$ cat config.mk
export PLATFORM = sky130hd
export DESIGN_NAME = pbr_addr_gen
export DESIGN_NICKNAME = d
export VERILOG_FILES = /design/src/rtl/pbr_pkg.sv /design/src/rtl/pbr_len_decode.sv /design/src/rtl/pbr_rev_lane.sv /design/src/rtl/pbr_first_hit.sv /design/src/rtl/pbr_addr_gen.sv
export SDC_FILE = /design/constraint.sdc
export NUM_CORES = 1
export LEC_CHECK = 0
export BUFFER_PORTS_ARGS = -buffer_cell sky130_fd_sc_hd__buf_2
export CORE_MARGIN = 2
export CORE_UTILIZATION = 53
export CTS_CLUSTER_DIAMETER = 50
export DETAILED_ROUTE_END_ITERATION = 12
export GPL_TIMING_DRIVEN = 0
export PLACE_DENSITY_LB_ADDON = 0.05
export RECOVER_POWER = 50
export SLEW_MARGIN = 20
export SYNTH_ARGS = -nofsm -noshare
export SYNTH_HDL_FRONTEND = slang
export SYNTH_SLANG_ARGS = --single-unit
export TNS_END_PERCENT = 5
$ cat constraint.sdc
create_clock -name clk -period 12.5 [get_ports clk]
set_clock_uncertainty 0.2 [all_clocks]
set_input_delay 2.5 -clock clk [delete_from_list [all_inputs] [get_ports clk]]
set_output_delay 2.5 -clock clk [all_outputs]
set_load 0.01 [all_outputs]
$ cat src/rtl/pbr_pkg.sv
package pbr_pkg;

   // width of a lane selector, never below one bit
   function automatic int unsigned sel_width(input int unsigned lanes);
      int unsigned w;
      w = 1;
      while ((32'd1 << w) < lanes) w = w + 1;
      return w;
   endfunction

endpackage

$ cat src/rtl/pbr_len_decode.sv
module pbr_len_decode #(
   parameter int NMAX = 8,
   parameter int SW   = $clog2(NMAX + 1)
) (
   input  logic [NMAX:0]   len_i,
   output logic [SW-1:0]   shift_o,
   output logic [NMAX:0]   msize_o,
   output logic            legal_o
);
   logic [NMAX:0] len_m1;
   int            nbits;

   always_comb begin
      len_m1 = len_i - 1'b1;
      nbits  = 0;
      for (int i = 0; i <= NMAX; i++) begin
         if (len_m1[i]) nbits = i + 1;
      end
      if (nbits > NMAX) nbits = NMAX;
      shift_o = SW'(NMAX - nbits);
      msize_o = (NMAX+1)'(1) << nbits;
      legal_o = (len_i != '0) && (len_i <= ((NMAX+1)'(1) << NMAX));
   end
endmodule

$ cat src/rtl/pbr_rev_lane.sv
module pbr_rev_lane #(
   parameter int NMAX = 8,
   parameter int SW   = $clog2(NMAX + 1)
) (
   input  logic [NMAX:0]   idx_i,
   input  logic [SW-1:0]   shift_i,
   input  logic [NMAX:0]   msize_i,
   input  logic [NMAX:0]   len_i,
   output logic [NMAX-1:0] rev_o,
   output logic            hit_o
);
   logic [NMAX-1:0] mirrored;

   for (genvar b = 0; b < NMAX; b++) begin : g_mirror
      assign mirrored[b] = idx_i[NMAX-1-b];
   end

   assign rev_o = mirrored >> shift_i;
   assign hit_o = (idx_i < msize_i) && ({1'b0, rev_o} < len_i);
endmodule

$ cat src/rtl/pbr_first_hit.sv
module pbr_first_hit #(
   parameter int LANES = 2,
   parameter int IW    = 1
) (
   input  logic [LANES-1:0] hit_i,
   output logic             found_o,
   output logic [IW-1:0]    sel_o
);
   always_comb begin
      found_o = 1'b0;
      sel_o   = '0;
      for (int k = LANES - 1; k >= 0; k--) begin
         if (hit_i[k]) begin
            found_o = 1'b1;
            sel_o   = IW'(k);
         end
      end
   end
endmodule

$ cat src/rtl/pbr_addr_gen.sv
module pbr_addr_gen #(
   parameter int NMAX  = 8,
   parameter int LANES = 2
) (
   input  logic            clk,
   input  logic            rst_n,
   input  logic            start_i,
   input  logic [NMAX:0]   len_i,
   input  logic            ready_i,
   output logic            valid_o,
   output logic [NMAX-1:0] addr_o,
   output logic            done_o
);
   localparam int SW = $clog2(NMAX + 1);
   localparam int IW = pbr_pkg::sel_width(LANES);

   if (NMAX < 1 || NMAX > 24) begin : g_bad_nmax
      $error("pbr_addr_gen: NMAX must lie in 1..24");
   end
   if (LANES < 2 || LANES > (1 << NMAX)) begin : g_bad_lanes
      $error("pbr_addr_gen: LANES must lie in 2..2**NMAX");
   end

   logic            busy_q, valid_q, done_q;
   logic [NMAX:0]   len_q, msize_q, ctr_q, issued_q;
   logic [SW-1:0]   shift_q;
   logic [NMAX-1:0] addr_q;

   logic [SW-1:0]   dec_shift;
   logic [NMAX:0]   dec_msize;
   logic            dec_legal;

   pbr_len_decode #(.NMAX(NMAX), .SW(SW)) u_dec (
      .len_i   (len_i),
      .shift_o (dec_shift),
      .msize_o (dec_msize),
      .legal_o (dec_legal)
   );

   logic [LANES-1:0] hit;
   logic [NMAX-1:0]  rev_l [LANES];

   for (genvar k = 0; k < LANES; k++) begin : g_lane
      pbr_rev_lane #(.NMAX(NMAX), .SW(SW)) u_lane (
         .idx_i   (ctr_q + (NMAX+1)'(k)),
         .shift_i (shift_q),
         .msize_i (msize_q),
         .len_i   (len_q),
         .rev_o   (rev_l[k]),
         .hit_o   (hit[k])
      );
   end

   logic          found;
   logic [IW-1:0] sel;

   pbr_first_hit #(.LANES(LANES), .IW(IW)) u_pick (
      .hit_i   (hit),
      .found_o (found),
      .sel_o   (sel)
   );

   logic load, fire, last;
   assign fire = valid_q && ready_i;
   assign last = fire && (issued_q == len_q);
   assign load = busy_q && (issued_q != len_q) && (!valid_q || ready_i) && found;

   always_ff @(posedge clk or negedge rst_n) begin
      if (!rst_n) begin
         busy_q   <= 1'b0;
         valid_q  <= 1'b0;
         done_q   <= 1'b0;
         len_q    <= '0;
         msize_q  <= '0;
         shift_q  <= '0;
         ctr_q    <= '0;
         issued_q <= '0;
         addr_q   <= '0;
      end else begin
         done_q <= last;
         if (!busy_q) begin
            if (start_i && dec_legal) begin
               busy_q   <= 1'b1;
               len_q    <= len_i;
               msize_q  <= dec_msize;
               shift_q  <= dec_shift;
               ctr_q    <= '0;
               issued_q <= '0;
            end
         end else begin
            if (load) begin
               addr_q   <= rev_l[sel];
               valid_q  <= 1'b1;
               ctr_q    <= ctr_q + (NMAX+1)'(sel) + 1'b1;
               issued_q <= issued_q + 1'b1;
            end else if (fire) begin
               valid_q <= 1'b0;
            end
            if (last) busy_q <= 1'b0;
         end
      end
   end

   assign valid_o = valid_q;
   assign addr_o  = addr_q;
   assign done_o  = done_q;
endmodule

==> results.cfg <==
[power]
p_leak_uw = 0.002111
power_uw = 1364
peakVddDrop_mv = 0.1152
p_per_area_nw_per_um2 = 295.3

[setup_path]
cpMaxStageDelayCell = nor3b_1
start_kind = input pin
crit_path_max_fanout = 7
critical_path.max_stage_delay_ps = 630
critical_path_arrival_ps = 5400
worstSetupPathType = in -> reg
critical_path_depth = 14
crit_family = simple AND/OR/NAND/NOR gates
required_ps = 12480
cp-end-kind = flop
reg2reg_depth = 20
worstPathCellList = buf_2 -> inv_1 -> ha_1 -> nand2_1 -> nand2_1 -> a21oi_1 -> a31oi_1 -> o21ai_0 -> nor3b_1 -> inv_1 -> ha_1 -> ha_1 -> nand2_1 -> o21ai_0
critPathBufInv = 3

[cts]
clk_path_buf_depth = 2
path_clk_slew_ps = 90
post_cts_resized = 0
hold_buffers = 0
cts_sinks = 51
ctsRootBufferMaster = clkbuf_8
cts_tree = yes
htree_levels = 2
post_cts_buffers = 0
clk_latency_ps = 310
cts_buffers = 5

[logic_synthesis]
synth_seq_area_share = 0.2961
synth_cells = 519
synth_fp_nets = 575
yosys-top-cells-area = dfrtp_1 (30%), ha_1 (12%), nand2_1 (5.4%)
ys.flop_type = dfrtp_1
synth_top_cell_area_share = 0.2961
synth_area_leader_cell = dfrtp_1
syn_avg_cell_area_um2 = 8.305
yosysWarnings = 0
synth-async-reset-ratio = 1.000
synth.distinct_cells = 62
synth_seq_cells = 51
netlist_area_um2 = 4310
synth-edff-count = 0

[finish]
syn_to_final_growth_pct = 7.112
fillers = 739
fin_nets = 602
drive_above_1_share = 0.09324
layout_common_cells = nand2_1 (62), dfrtp_1 (51), ha_1 (43), inv_1 (40), o21ai_0 (37)
final_common_cell = nand2_1
diodes = 0

[drt]
routed_wl_um = 12440
routed-via-count = 4082
drtPass1Iterations = 5
drt_iter0_markers = 318
routedWlPerCell_um = 19.16
via_per_inst = 6.290
ant_nets = 0
drc = 0

[placed_design]
dp_hpwl_um = 9723
io_buffers = 20
gp_congestion = 1.020

[timing]
grt_setup_unrepaired = false
max_freq_mhz = 184.4
slew_headroom = -0.8062
fin_crit_ps = 5424
setup_tns_ps = 0
worst_pin_slew_ps = 2709
setup_viol = 0
hold_viol_final = 0
timing.final.crit_share = 0.4339
slew_viol_final = 52
hold_slack_ps = 292.6

[global_routing]
track_usage = 0.2939
antenna_found_initial = 0
grt-ovfl-total = 0
grt_pass1_wl_um = 19880
grt_max_degree = 52
grt_pass1_vias = 3735

[floorplan]
rows = 32
dieArea_um2 = 8870
pin_count = 23
die_width_um = 94.18
dieHeight_um = 94.18
core_um2 = 7807
floorplan.initialDensity = 0.5521

[run]
maxCapViolCount = 1

[min_path]
hp-class = reg -> reg
hold_path_depth = 2

[status]
failed_checks = capacitance limit, slew limit
status = finished, violations left
## logic make-up (layout without fill, tap and decap cells)
family | count (synthesis) | in the layout | synth area share
flip-flops | 51 | 51 | 0.2961
multiplexers | 18 | 18 | 0.04877
AO/OA/AOI/OAI | 137 | 137 | 0.2200
XOR/XNOR | 19 | 19 | 0.03861
adder cells (fa/ha/maj) | 43 | 43 | 0.1248
AND/OR/NAND/NOR | 180 | 180 | 0.2029
buffers and inverters | 71 | 99 | 0.06879
## worst min-delay path, delay by kind of cell, from the launching register on
family	cells	cell delay (ps)
simple gates	1	50
compound gates	1	60
flops	1	350
## layer usage
metal  part of all wire  GRT usage  up-vias
met3              0.061    0.03371       20
li1                   -          -     1928
met4              0.019    0.07367        0
met1               0.45     0.4192     1954
met2               0.47     0.4750      180
met5                  0          0        -
## where the power goes
group	internal, µW	switching, µW
combinational	363	605
sequential	233	65.3
clock	39.3	57.7
total	635	728
## sequential cells by signal (all words and copies together), names as in the netlist
name / flops
ctr_q: 9
issued_q: 9
len_q: 9
msize_q: 9
addr_o: 8
shift_q: 4
busy_q: 1
done_o: 1
valid_o: 1
## cell usage after synthesis, types with 4 or more instances
cell,n
nor2b_1,7
nand4_1,6
and2_1,6
nor3_1,8
dfrtp_1,51
a221o_1,7
xnor2_1,12
and3_1,5
nand2_1,62
ha_1,43
a31oi_1,5
nand3_1,33
nand2b_1,4
a211oi_1,5
buf_2,12
inv_1,40
nor2_1,32
o22ai_1,7
mux2i_1,12
o211ai_1,9
xor2_1,7
a21oi_1,23
mux2_2,4
clkbuf_1,14
a211o_1,4
o21ai_0,37
## path summary, 6_finish.rpt
check / start / endpoint / slack, ps
setup reg to reg: ctr_q[1] / ctr_q[6] / 7550
setup / recovery: len_i[0] / shift_q[2] / 7080
hold reg to reg: msize_q[8] / msize_q[8] / 290
max in group asynchronous: rst_n / msize_q[2] / 7720
min in group asynchronous: rst_n / ctr_q[0] / 2820
hold / removal: msize_q[8] / msize_q[8] / 290
## area by class of cell
class / count / area [µm²] / area share
multi-input combinational: 397 / 2738 / 0.5930
clock buffer: 6 / 72.57 / 0.01572
timing repair buffer: 20 / 93.84 / 0.02033
tap: 102 / 127.6 / 0.02764
inverter: 41 / 153.9 / 0.03333
clock inverter: 2 / 12.51 / 0.002710
sequential: 51 / 1276 / 0.2764
buffer: 30 / 142.6 / 0.03089
## per-stage QoR
step | setup WS [ps] | util | cell area (µm²) | std cells
3_3_place_gp | 6874 | 0.5813 | 4538 | 641
5_1_grt | 6769 | 0.5913 | 4617 | 649
3_5_place_dp | 6782 | 0.5816 | 4541 | 641
6_report | 7076 | 0.5913 | 4617 | 649
2_1_floorplan | 7385 | - | 4310 | 519
4_1_cts | 7090 | 0.5925 | 4626 | 649
Power figures use the tool's default switching activity.
